$ cat src/rtl/rstcfg_pkg.sv
package rstcfg_pkg;
  localparam int NUM_REGS  = 5;
  localparam int OFF_CLK   = 0;
  localparam int OFF_LOCK  = 1;
  localparam int OFF_SRST  = 2;
  localparam int OFF_NEXT  = 3;
  localparam int OFF_ACT   = 4;
  localparam int KEY_W     = 3;
  localparam logic [KEY_W-1:0] SRST_KEY = 3'b111;
endpackage

$ cat src/rtl/rstcfg_rst_cond.sv
module rstcfg_rst_cond #(
  parameter int STAGES = 2,
  parameter int HOLD   = 4
) (
  input  logic clk_i,
  input  logic hw_rst_i,
  output logic rst_o
);
  localparam int CNT_W = $clog2(HOLD + 1);

  logic [STAGES-1:0] sync_q;
  logic [CNT_W-1:0]  run_q;

  genvar g;
  generate
    for (g = 0; g < STAGES; g++) begin : g_sync
      if (g == 0) begin : g_first
        always_ff @(posedge clk_i) sync_q[0] <= hw_rst_i;
      end else begin : g_next
        always_ff @(posedge clk_i) sync_q[g] <= sync_q[g-1];
      end
    end
  endgenerate

  always_ff @(posedge clk_i) begin
    if (sync_q[STAGES-1])          run_q <= '0;
    else if (run_q != CNT_W'(HOLD)) run_q <= run_q + 1'b1;
  end

  assign rst_o = sync_q[STAGES-1] | (run_q != CNT_W'(HOLD));

  // Release only after the raw input has been low for at least two edges
  assert_release_R1: assert property (@(posedge clk_i) disable iff (hw_rst_i)
    $fell(rst_o) |-> (!$past(hw_rst_i) && !$past(hw_rst_i, 2)));
endmodule

$ cat src/rtl/rstcfg_cfg_bank.sv
module rstcfg_cfg_bank #(
  parameter int DATA_W = 16,
  parameter int BOOT_W = 3
) (
  input  logic              clk_i,
  input  logic              rst_i,
  input  logic [BOOT_W-1:0] boot_i,
  input  logic              copy_i,
  input  logic              wr_next_i,
  input  logic              wr_act_i,
  input  logic [DATA_W-1:0] wdata_i,
  output logic [DATA_W-1:0] next_o,
  output logic [DATA_W-1:0] act_o,
  output logic [DATA_W-1:0] act_out_o
);
  logic [DATA_W-1:0] strap_word;
  assign strap_word = {{(DATA_W-BOOT_W){1'b0}}, boot_i};

  always_ff @(posedge clk_i) begin
    if (rst_i) begin
      next_o    <= strap_word;
      act_o     <= strap_word;
      act_out_o <= strap_word;
    end else begin
      if (wr_next_i) next_o <= wdata_i;
      if (copy_i)        act_o <= next_o;
      else if (wr_act_i) act_o <= wdata_i;
      act_out_o <= act_o;
    end
  end

  assert_copy_R4: assert property (@(posedge clk_i) disable iff (rst_i)
    copy_i |=> (act_o == $past(next_o)));
endmodule

$ cat src/rtl/rstcfg_lock_track.sv
module rstcfg_lock_track #(
  parameter int LOCK_W   = 10,
  parameter int LOCK_RST = 40
) (
  input  logic              clk_i,
  input  logic              rst_i,
  input  logic              wr_cnt_i,
  input  logic [LOCK_W-1:0] cnt_wdata_i,
  input  logic              reload_i,
  output logic [LOCK_W-1:0] cnt_o,
  output logic              lock_o
);
  logic [LOCK_W-1:0] down_q;

  always_ff @(posedge clk_i) begin
    if (rst_i) begin
      cnt_o  <= LOCK_W'(LOCK_RST);
      down_q <= '0;
      lock_o <= 1'b1;
    end else begin
      if (wr_cnt_i) cnt_o <= cnt_wdata_i;
      if (reload_i) begin
        down_q <= cnt_o;
        lock_o <= 1'b0;
      end else if (!lock_o) begin
        if (down_q == '0) lock_o <= 1'b1;
        else              down_q <= down_q - 1'b1;
      end
    end
  end

  assert_relock_R7: assert property (@(posedge clk_i) disable iff (rst_i)
    $rose(lock_o) |-> ($past(down_q) == '0));
  assert_drop_R7: assert property (@(posedge clk_i) disable iff (rst_i)
    reload_i |=> !lock_o);
endmodule

$ cat src/rtl/rstcfg_ctrl.sv
module rstcfg_ctrl
  import rstcfg_pkg::*;
#(
  parameter int DATA_W      = 16,
  parameter int ADDR_W      = 8,
  parameter int PAGE_W      = 4,
  parameter int MY_PAGE     = 5,
  parameter int BASE_ADDR   = 8'h40,
  parameter int BOOT_W      = 3,
  parameter int MULT_W      = 4,
  parameter int LOCK_W      = 10,
  parameter int LOCK_RST    = 40,
  parameter int CLK_RST     = 16'h0010,
  parameter int SYNC_STAGES = 2,
  parameter int HOLD_CYCLES = 4
) (
  input  logic              clk_i,
  input  logic              hw_rst_i,
  input  logic [BOOT_W-1:0] boot_pins_i,
  input  logic [PAGE_W-1:0] bus_page_i,
  input  logic [ADDR_W-1:0] bus_addr_i,
  input  logic              bus_wr_i,
  input  logic              bus_rd_i,
  input  logic [DATA_W-1:0] bus_wdata_i,
  output logic [DATA_W-1:0] bus_rdata_o,
  output logic              soft_rst_o,
  output logic [DATA_W-1:0] cfg_o,
  output logic [DATA_W-1:0] clk_ctl_o,
  output logic              pll_lock_o
);
  logic                rst_int;
  logic                page_hit;
  logic [NUM_REGS-1:0] sel;
  logic [NUM_REGS-1:0] wr_sel;
  logic [DATA_W-1:0]   clk_q;
  logic [DATA_W-1:0]   next_cfg;
  logic [DATA_W-1:0]   act_cfg;
  logic [LOCK_W-1:0]   lock_cnt;
  logic                mult_chg;
  logic                srst_q;
  logic [DATA_W-1:0]   rd_val;

  rstcfg_rst_cond #(.STAGES(SYNC_STAGES), .HOLD(HOLD_CYCLES)) u_rst (
    .clk_i(clk_i), .hw_rst_i(hw_rst_i), .rst_o(rst_int));

  assign page_hit = (bus_page_i == PAGE_W'(MY_PAGE));

  genvar k;
  generate
    for (k = 0; k < NUM_REGS; k++) begin : g_dec
      assign sel[k]    = page_hit && (bus_addr_i == ADDR_W'(BASE_ADDR + k));
      assign wr_sel[k] = sel[k] && bus_wr_i;
    end
  endgenerate

  assign mult_chg = wr_sel[OFF_CLK] &&
                    (bus_wdata_i[MULT_W-1:0] != clk_q[MULT_W-1:0]);

  always_ff @(posedge clk_i) begin
    if (rst_int) begin
      clk_q     <= DATA_W'(CLK_RST);
      clk_ctl_o <= DATA_W'(CLK_RST);
      srst_q    <= 1'b0;
    end else begin
      if (wr_sel[OFF_CLK]) clk_q <= bus_wdata_i;
      clk_ctl_o <= clk_q;
      srst_q    <= wr_sel[OFF_SRST] && (bus_wdata_i[KEY_W-1:0] == SRST_KEY);
    end
  end
  assign soft_rst_o = srst_q;

  rstcfg_cfg_bank #(.DATA_W(DATA_W), .BOOT_W(BOOT_W)) u_cfg (
    .clk_i(clk_i), .rst_i(rst_int), .boot_i(boot_pins_i), .copy_i(srst_q),
    .wr_next_i(wr_sel[OFF_NEXT]), .wr_act_i(wr_sel[OFF_ACT]),
    .wdata_i(bus_wdata_i), .next_o(next_cfg), .act_o(act_cfg),
    .act_out_o(cfg_o));

  rstcfg_lock_track #(.LOCK_W(LOCK_W), .LOCK_RST(LOCK_RST)) u_lock (
    .clk_i(clk_i), .rst_i(rst_int), .wr_cnt_i(wr_sel[OFF_LOCK]),
    .cnt_wdata_i(bus_wdata_i[LOCK_W-1:0]), .reload_i(mult_chg),
    .cnt_o(lock_cnt), .lock_o(pll_lock_o));

  always_comb begin
    rd_val = '0;
    if (sel[OFF_CLK])  rd_val = clk_q;
    if (sel[OFF_LOCK]) rd_val = DATA_W'(lock_cnt);
    if (sel[OFF_NEXT]) rd_val = next_cfg;
    if (sel[OFF_ACT])  rd_val = act_cfg;
  end

  always_ff @(posedge clk_i) begin
    if (rst_int)                bus_rdata_o <= '0;
    else if (bus_rd_i && |sel)  bus_rdata_o <= rd_val;
  end

  assert_trigger_R3: assert property (@(posedge clk_i) disable iff (hw_rst_i)
    soft_rst_o |-> ($past(bus_wr_i) && ($past(bus_wdata_i[KEY_W-1:0]) == SRST_KEY)));
  assert_clk_kept_R5: assert property (@(posedge clk_i) disable iff (rst_int)
    (soft_rst_o && !wr_sel[OFF_CLK]) |=> $stable(clk_q));
  assert_lock_in_rst_R2: assert property (@(posedge clk_i) disable iff (hw_rst_i)
    rst_int |=> pll_lock_o);
endmodule

$ cat config.mk
export PLATFORM = sky130hd
export DESIGN_NAME = rstcfg_ctrl
export DESIGN_NICKNAME = d
export VERILOG_FILES = /design/src/rtl/rstcfg_pkg.sv /design/src/rtl/rstcfg_rst_cond.sv /design/src/rtl/rstcfg_cfg_bank.sv /design/src/rtl/rstcfg_lock_track.sv /design/src/rtl/rstcfg_ctrl.sv
export SDC_FILE = /design/constraint.sdc
export NUM_CORES = 1
export LEC_CHECK = 0
export ABC_AREA = 1
export BUFFER_PORTS_ARGS = -buffer_cell sky130_fd_sc_hd__buf_2
export CORE_MARGIN = 1.5
export CORE_UTILIZATION = 40
export DETAILED_ROUTE_END_ITERATION = 12
export SLEW_MARGIN = 30
export SYNTH_ARGS = -nofsm -noshare
export SYNTH_HDL_FRONTEND = slang
export SYNTH_HIERARCHICAL = 1
export SYNTH_SLANG_ARGS = --single-unit
$ cat constraint.sdc
create_clock -name clk_i -period 5.4 [get_ports clk_i]
set_input_delay 0.81 -clock clk_i [delete_from_list [all_inputs] [get_ports clk_i]]
set_output_delay 0.81 -clock clk_i [all_outputs]
set_load 0.02 [all_outputs]
==> results of run 1 <==
per-layer routing:
layer  GRT usage [%]  vias up  wire (um)
met5               0        -          0
met4            7.94        0        279
met3            5.80       23        940
met2            31.2      161       6450
met1            28.8     2301       7090
li1                -     2615          -
stage by stage:
| step | instances | area, um^2 | hold slack [ps] |
|---|---|---|---|
| final | 1045 | 6660 | 326 |
| after global routing | 1045 | 6660 | 344 |
| after CTS | 1045 | 6660 | 329 |
| after detailed placement | 1013 | 6030 | 316 |
| after global placement | 1013 | 6030 | 312 |
| after floorplan | 782 | 5530 | 310 |
power groups by stage:
stage               Combinational, uW  Clock [uW]  Sequential [uW]
detailed placement               77.4           0              950
CTS                              77.9        1220              931
global route                     87.5        1260              931
floorplan                        41.8           0              950
finish                           77.6        1200              931
global placement                 77.2           0              950
path summary, 6_finish.rpt:
kind                            cells past startpoint               end       startpoint  slack, ps
worst max-delay path                               13  u_lock/down_q[7]    bus_addr_i[2]       2780
worst min-delay path                                0   u_rst/sync_q[1]  u_rst/sync_q[0]        330
worst max register to register                      6    u_cfg/act_o[1]   u_rst/run_q[0]       3260
worst min register to register                      0   u_rst/sync_q[1]  u_rst/sync_q[0]        330
cell usage in the layout, fill, tap and decap left out, drive strengths merged:
master / n
a21oi: 39
a41oi: 1
buf: 90
bufinv: 3
clkbuf: 22
clkinv: 4
clkinvlp: 1
dfxtp: 117
edfxtp: 6
ha: 3
inv: 100
nand2: 184
nand3: 85
nand3b: 10
nand4: 10
nor2: 132
nor3: 3
nor4: 1
o211ai: 1
o21ai: 50
o22ai: 1
or2: 1
xnor2: 4
xor2: 1
flip-flops by register name (all words and copies together), names as in the netlist:
signal	flops
u_lock/cnt_o	10
clk_ctl_o	16
soft_rst_o	1
u_cfg/next_o	16
u_lock/lock_o	1
bus_rdata_o	16
u_cfg/act_out_o	16
u_rst/sync_q	2
u_cfg/act_o	16
u_lock/down_q	10
u_rst/run_q	3
clk_q	16
layout make-up:
| type | count | area [um^2] | area share, % |
|---|---|---|---|
| sequential | 123 | 2520 | 37.9 |
| multi-input combinational | 526 | 2450 | 36.8 |
| clock buffer | 22 | 495 | 7.44 |
| timing repair buffer | 90 | 465 | 6.99 |
| inverter | 98 | 368 | 5.53 |
| tap | 176 | 220 | 3.31 |
| clock inverter | 10 | 134 | 2.01 |
kinds of logic after synthesis:
logic type	count (synthesis)	share of synthesized area, %
compound gates	92	8.86
simple gates	426	33.9
flops	123	45.6
fa+ha+maj	3	0.678
buf+inv	133	10.2
xor+xnor	5	0.791
==> results.sh, run 1 <==
export IMPL_status="finished clean"
export IMPL_period_share_pct=48.6
export IMPL_yosysUniqueCellTypes=33
export IMPL_cts_buffer_depth=2
export IMPL_final_util_pct=49.9
export IMPL_start_util_pct=41.5
export IMPL_ys_seq_area_share_pct=45.6
export IMPL_setup_tns_ps=0
export IMPL_synthesis_area_um2=5530
export IMPL_vias=5100
export IMPL_die_width_um=121
export IMPL_n_fill_cell=1353
export IMPL_cpLargestDelayFamily="simple AND/OR/NAND/NOR gates"
export IMPL_post_cts_buffers=0
export IMPL_path_common_cell="nor2_1"
export IMPL_wl_per_cell_um=14.1
export IMPL_timing_fmax_mhz=381
export IMPL_critPathMaxStageDelay_ps=340
export IMPL_drtAntennaViolNets=0
export IMPL_period_minus_slack_ps=2620
export IMPL_finalMaxSlewViolations=0
export IMPL_synth_area_leader_cell="dfxtp_1"
export IMPL_dp_slack_ps=2370
export IMPL_num_rows=42
export IMPL_track_usage_pct=20.9
export IMPL_worstSetupPathType="input port to register"
export IMPL_dieArea_um2=14500
export IMPL_synthTopCellsByCount="nand2_1 (178), nor2_1 (120), dfxtp_1 (117), inv_1 (92), nand3_1 (83)"
export IMPL_vias_per_cell=4.88
export IMPL_cp_num_buf_inv=4
export IMPL_peakVddDrop_v=0.000246
export IMPL_overflow=0
export IMPL_critical_path_arrival_ps=2910
export IMPL_postSynthAreaPerCell_um2=7.08
export IMPL_maxCapViolations=0
export IMPL_rsz0062_at_grt="false"
export IMPL_syn2layout_area_growth_pct=20.3
export IMPL_clock_sinks=123
export IMPL_cp_max_fo=31
export IMPL_synthArstFlopShare_pct=0
export IMPL_die_h_um=121
export IMPL_grt_pass1_vias=4588
export IMPL_critPathLaunchType="input port"
export IMPL_yosysWarnings=6
export IMPL_dp_final_hpwl_um=10500
export IMPL_h_tree_depth=4
export IMPL_cp_slowest_cell="nor2_4"
export IMPL_synth_most_common_cell="nand2_1"
export IMPL_netlist_instances=782
export IMPL_synth_edf_count=6
export IMPL_switching_share_pct=21.3
export IMPL_combPwrFrac_pct=3.5
export IMPL_cts_made_buffers=17
export IMPL_port_buffers=84
export IMPL_drc_errors=0
export IMPL_setup_viol=0
export IMPL_layout_setup_ws_ps=2780
export IMPL_synth_net_count=820
export IMPL_crit_required_ps=5690
export IMPL_clockRootBuffer="clkbuf_16"
export IMPL_static_leakage_power_uw=0.00302
export IMPL_post_cts_resized=0
export IMPL_drt_total_wl_um=14800
export IMPL_synthTopCellsByArea="dfxtp_1 (42%), nand2_1 (12%), nor2_1 (8.1%)"
export IMPL_power_switching_uw=470
export IMPL_antenna_diode_count=0
export IMPL_pwr_share_clk_pct=54.3
export IMPL_powerDensity_nw_per_um2=332
export IMPL_clk_pin_slew_ps=60
export IMPL_synth_top_area_share_pct=42.3
export IMPL_dr_pass1_iters=5
export IMPL_synth_seq_cells=123
export IMPL_finalHoldViolations=0
export IMPL_clock_skew_ps=8.34
export IMPL_synth_ff_type="dfxtp_1"
export IMPL_fp_coreArea_um2=13300
export IMPL_grt_pass1_wl_um=23400
export IMPL_cts_tree="done"
export IMPL_hold_buffers=0
export IMPL_antenna_found_initial=0
export IMPL_tightestPinTransition_ps=920
export IMPL_grt_start_max_net_pins=47
export IMPL_end_kind="register"
export IMPL_path_cells="buf_2 > nor2_4 > nand2_1 > nor2_4 > nand3_1 > buf_4 > a41oi_1 > buf_4 > inv_1 > nand3_1 > nor2_1 > nor2_1 > nor2_1"
export IMPL_min_path_type="register to register"
export IMPL_fin_total_pwr_uw=2210
export IMPL_place_gp_congestion=0.872
export IMPL_relSlewSlack_pct=38.6
export IMPL_ios=85
export IMPL_internal_power_uw=1740
export IMPL_drive_above_1_share_pct=17.4
export IMPL_fin_nets=894
export IMPL_drt_initial_drc_count=519
export IMPL_pwr_share_seq_pct=42.1
export IMPL_clk_latency_ps=420
Power figures use the tool's default switching activity.
==> run 2: changes to the inputs <==
ABC_AREA = 0   (was 1)
clock period = 2.3 ns   (was 5.4 ns; I/O delays follow)
==> results.sh, run 2 <==
export IMPL_status="finished clean"
export IMPL_post_cts_buffers=0
export IMPL_placed_cells=768
export IMPL_grt_pass1_wl_um=20600
export IMPL_ios=85
export IMPL_synth_seq_cells=123
export IMPL_yosysUniqueCellTypes=60
export IMPL_synth_area_leader_cell="dfxtp_1"
export IMPL_cts_tree="done"
export IMPL_place_gp_congestion=0.828
export IMPL_clockRootBuffer="clkbuf_16"
export IMPL_cts_buffer_depth=2
export IMPL_fin_nets=653
export IMPL_finalHoldViolations=0
export IMPL_synth_edf_count=6
export IMPL_track_usage_pct=18.8
export IMPL_fin_total_pwr_uw=5070
export IMPL_setup_tns_ps=0
export IMPL_vias=4142
export IMPL_dr_pass1_iters=5
export IMPL_cpLargestDelayFamily="simple AND/OR/NAND/NOR gates"
export IMPL_die_h_um=118
export IMPL_min_path_type="input port to register"
export IMPL_drc_errors=0
export IMPL_powerDensity_nw_per_um2=774
export IMPL_synthArstFlopShare_pct=0
export IMPL_dieArea_um2=13900
export IMPL_peakVddDrop_v=0.000380
export IMPL_start_util_pct=41.3
export IMPL_post_cts_resized=0
export IMPL_die_width_um=118
export IMPL_wl_per_cell_um=15.5
export IMPL_layout_commonest_cell="dfxtp_1"
export IMPL_h_tree_depth=4
export IMPL_syn2layout_area_growth_pct=24.0
export IMPL_synth_ff_type="dfxtp_1"
export IMPL_drive_above_1_share_pct=27.1
export IMPL_grt_pass1_vias=4142
export IMPL_synthTopCellsByArea="dfxtp_1 (44%), mux2i_1 (11%), nor2_1 (5.4%)"
export IMPL_ys_seq_area_share_pct=47.8
export IMPL_overflow=0
export IMPL_vias_per_cell=5.18
export IMPL_clock_sinks=123
export IMPL_synth_most_common_cell="dfxtp_1"
export IMPL_n_fill_cell=1211
export IMPL_synth_net_count=564
export IMPL_antenna_diode_count=0
export IMPL_synthesis_area_um2=5280
export IMPL_timing_fmax_mhz=524
export IMPL_tightestPinTransition_ps=732
export IMPL_path_cells="nor4_1 > a31oi_1 > xnor2_1 > a211oi_1"
export IMPL_maxCapViolations=0
export IMPL_cp_num_buf_inv=0
export IMPL_num_rows=41
export IMPL_grt_start_max_net_pins=88
export IMPL_synth_top_area_share_pct=44.3
export IMPL_clk_pin_slew_ps=50
export IMPL_worstSetupPathType="register to register"
export IMPL_cp_slowest_cell="nor4_1"
export IMPL_port_buffers=84
export IMPL_hold_buffers=0
export IMPL_period_share_pct=82.9
export IMPL_setup_viol=0
export IMPL_clk_latency_ps=420
export IMPL_drt_total_wl_um=12400
export IMPL_rsz0062_at_grt="false"
export IMPL_cts_made_buffers=17
export IMPL_end_kind="register"
export IMPL_fp_coreArea_um2=12800
export IMPL_static_leakage_power_uw=0.00251
export IMPL_mostFrequentLayoutCells="dfxtp_1 (117), buf_2 (84), nor2_1 (76), mux2i_1 (56), nor2b_1 (43)"
export IMPL_netlist_instances=526
export IMPL_drtAntennaViolNets=0
export IMPL_drt_initial_drc_count=225
export IMPL_yosysWarnings=6
export IMPL_critical_path_arrival_ps=2230
export IMPL_final_util_pct=51.3
export IMPL_critPathLaunchType="register"
export IMPL_layoutNonFillerInstCount=800
export IMPL_critPathMaxStageDelay_ps=670
export IMPL_crit_required_ps=2620
export IMPL_postSynthAreaPerCell_um2=10.0
export IMPL_period_minus_slack_ps=1910
export IMPL_synthTopCellsByCount="dfxtp_1 (117), nor2_1 (76), mux2i_1 (56), nor2b_1 (43), o21ai_0 (20)"
export IMPL_clock_skew_ps=8.31
export IMPL_cp_max_fo=5
export IMPL_finalMaxSlewViolations=0
export IMPL_antenna_found_initial=0
export IMPL_relSlewSlack_pct=50.8
export IMPL_dp_final_hpwl_um=8670
==> run 2: cell families after synthesis <==
logic type / share of synthesized area (%)
AOI/OAI and AO/OA: 16.9
xor gates and xnor gates: 0.995
adders and majority gates: 0.711
buffers and inverters: 4.81
DFF: 47.8
muxes: 10.6
and+or+nand+nor: 18.2
==> run 2: final timing paths <==
check	start	end	slack (ps)	cells past startpoint
max	u_lock/down_q[5]	u_lock/down_q[0]	390	4
min	hw_rst_i	u_rst/sync_q[0]	30	1
max reg2reg	u_lock/down_q[5]	u_lock/down_q[0]	390	4
min reg2reg	u_rst/sync_q[0]	u_rst/sync_q[1]	320	0
==> run 2: worst reg2reg max path, stage by stage (launching register included) <==
cell      delay, ps
dfxtp_1         340
nor4_1          670
a31oi_1         340
xnor2_1         200
a211oi_1        270
==> run 2: cell type report <==
class | instances | area, um^2 | area share (%)
clock buffer | 24 | 482 | 7.35
clock inverter | 8 | 115 | 1.76
inverter | 16 | 60.1 | 0.917
multi-input combinational | 351 | 2530 | 38.7
sequential | 123 | 2520 | 38.5
tap | 172 | 215 | 3.28
timing repair buffer | 106 | 623 | 9.51
==> run 2: routing by layer <==
| metal | vias to the layer above | part of all wire (%) | GRT usage, % |
|---|---|---|---|
| met2 | 116 | 45 | 28.2 |
| met3 | 12 | 4.9 | 5.47 |
| li1 | 2043 | - | - |
| met1 | 1971 | 49 | 25.1 |
| met5 | - | 0 | 0 |
| met4 | 0 | 1.3 | 7.93 |
==> run 2: per-stage QoR <==
stage | setup WS (ps) | hold slack (ps) | area, um^2
detailed placement | 183 | 317 | 5950
global route | 218 | 13.4 | 6550
finish | 393 | 26.8 | 6550
floorplan | 21.7 | 310 | 5300
global placement | 223 | 313 | 5950
CTS | 397 | 8.69 | 6550
==> run 2: report_power, final <==
group          switching, uW  internal, uW  total [uW]
clock                    906          1780        2680
combinational            125          78.4         203
sequential              14.1          2170        2190
total                   1040          4030        5070
==> run 3: changes to the inputs <==
ABC_AREA = 1   (was 0)
clock period = 1.9 ns   (was 2.3 ns; I/O delays follow)
==> results.sh, run 3 (synthesis results as in run 1) <==
export IMPL_dr_pass1_iters=4
export IMPL_setup_tns_ps=0
export IMPL_powerDensity_nw_per_um2=933
export IMPL_grt_pass1_wl_um=23900
export IMPL_rsz0062_at_grt="false"
export IMPL_cts_buffer_depth=2
export IMPL_min_path_type="input port to register"
export IMPL_peakVddDrop_v=0.000485
export IMPL_post_cts_buffers=0
export IMPL_finalHoldViolations=0
export IMPL_pwr_share_clk_pct=55.0
export IMPL_cp_slowest_cell="dfxtp_1"
export IMPL_drt_initial_drc_count=487
export IMPL_switching_share_pct=20.8
export IMPL_hold_buffers=1
export IMPL_num_rows=42
export IMPL_critPathLaunchType="register"
export IMPL_drt_total_wl_um=15000
export IMPL_final_util_pct=51.5
export IMPL_cpLargestDelayFamily="buffers and inverters"
export IMPL_fin_nets=916
export IMPL_drc_errors=0
export IMPL_clock_skew_ps=10.8
export IMPL_critPathMaxStageDelay_ps=320
export IMPL_worstSetupPathType="register to register"
export IMPL_start_util_pct=41.5
export IMPL_grt_start_max_net_pins=31
export IMPL_cts_made_buffers=17
export IMPL_grt_pass1_vias=4669
export IMPL_cts_tree="done"
export IMPL_crit_required_ps=2250
export IMPL_post_cts_resized=0
export IMPL_period_minus_slack_ps=1710
export IMPL_syn2layout_area_growth_pct=24.2
export IMPL_vias_per_cell=4.87
export IMPL_layoutNonFillerInstCount=1067
export IMPL_ios=85
export IMPL_power_switching_uw=1340
export IMPL_regArea_um2=2520
export IMPL_timing_fmax_mhz=586
export IMPL_static_leakage_power_uw=0.00315
export IMPL_relSlewSlack_pct=67.0
export IMPL_placed_cells=1034
export IMPL_track_usage_pct=21.5
export IMPL_status="finished clean"
export IMPL_antenna_found_initial=0
export IMPL_h_tree_depth=4
export IMPL_setup_viol=0
export IMPL_maxCapViolations=0
export IMPL_wl_per_cell_um=14.0
export IMPL_dp_final_hpwl_um=11000
export IMPL_cp_max_fo=25
export IMPL_drtAntennaViolNets=0
export IMPL_path_cells="inv_1 > ha_1 > nand3_2 > buf_4 > inv_1 > o21ai_0 > a21oi_1"
export IMPL_antenna_diode_count=0
export IMPL_dieArea_um2=14500
export IMPL_clk_pin_slew_ps=50
export IMPL_fp_coreArea_um2=13300
export IMPL_die_h_um=121
export IMPL_critical_path_arrival_ps=2050
export IMPL_combPwrFrac_pct=3.7
export IMPL_clockRootBuffer="clkbuf_16"
export IMPL_port_buffers=84
export IMPL_vias=5192
export IMPL_place_gp_congestion=0.886
export IMPL_internal_power_uw=5080
export IMPL_multi_input_area_um2=2470
export IMPL_overflow=0
export IMPL_end_kind="register"
export IMPL_period_share_pct=89.8
export IMPL_clock_sinks=123
export IMPL_mostFrequentLayoutCells="nand2_1 (178), nor2_1 (120), dfxtp_1 (117), inv_1 (91), buf_2 (84)"
export IMPL_drive_above_1_share_pct=19.9
export IMPL_cp_num_buf_inv=3
export IMPL_clk_latency_ps=420
export IMPL_die_width_um=121
export IMPL_n_fill_cell=1320
export IMPL_path_common_cell="inv_1"
export IMPL_tightestPinTransition_ps=494
export IMPL_pwr_share_seq_pct=41.2
export IMPL_finalMaxSlewViolations=0
export IMPL_layout_commonest_cell="nand2_1"
-- run 3: final timing paths --
| kind | slack (ps) | from | cells past startpoint | to |
|---|---|---|---|---|
| setup reg to reg | 190 | u_rst/run_q[0] | 7 | u_lock/cnt_o[8] |
| hold reg to reg | 320 | u_rst/sync_q[0] | 0 | u_rst/sync_q[1] |
| setup / recovery | 190 | u_rst/run_q[0] | 7 | u_lock/cnt_o[8] |
| hold / removal | 130 | boot_pins_i[2] | 3 | u_cfg/act_out_o[2] |
-- run 3: layer usage --
layer / part of all wire (%) / track usage [%]
met5: 0 / 0
met4: 1.9 / 7.87
met1: 47 / 29.2
met3: 6.0 / 5.42
met2: 45 / 32.8
-- run 3: cell type report --
class / count / area share (%)
sequential: 123 / 36.7
multi-input combinational: 526 / 35.9
timing repair buffer: 112 / 9.39
clock buffer: 21 / 7.15
inverter: 98 / 5.35
tap: 176 / 3.20
clock inverter: 11 / 2.33
-- run 3: tightest hold or removal path, delay by kind of cell --
| family | cells | cell delay [ps] |
|---|---|---|
| simple gates | 2 | 140 |
| buf+inv | 1 | 80 |
-- run 3: stage by stage --
| step | hold slack, ps | worst slack (ps) | power [uW] | cell area, um^2 |
|---|---|---|---|---|
| floorplan | 310 | 14.5 | 2820 | 5560 |
| global placement | 310 | 111 | 2930 | 6210 |
| detailed placement | 314 | 77.0 | 2940 | 6210 |
| CTS | 120 | 186 | 6480 | 6880 |
| global route | 147 | 35.4 | 6620 | 6880 |
| finish | 133 | 193 | 6420 | 6880 |
-- run 3: power groups by stage --
| stage | clock network, uW | registers, uW | logic, uW |
|---|---|---|---|
| 5_1_grt | 3710 | 2650 | 267 |
| 6_report | 3530 | 2650 | 239 |
| 2_1_floorplan | 0 | 2700 | 119 |
| 3_5_place_dp | 0 | 2700 | 235 |
| 4_1_cts | 3590 | 2650 | 239 |
| 3_3_place_gp | 0 | 2700 | 234 |
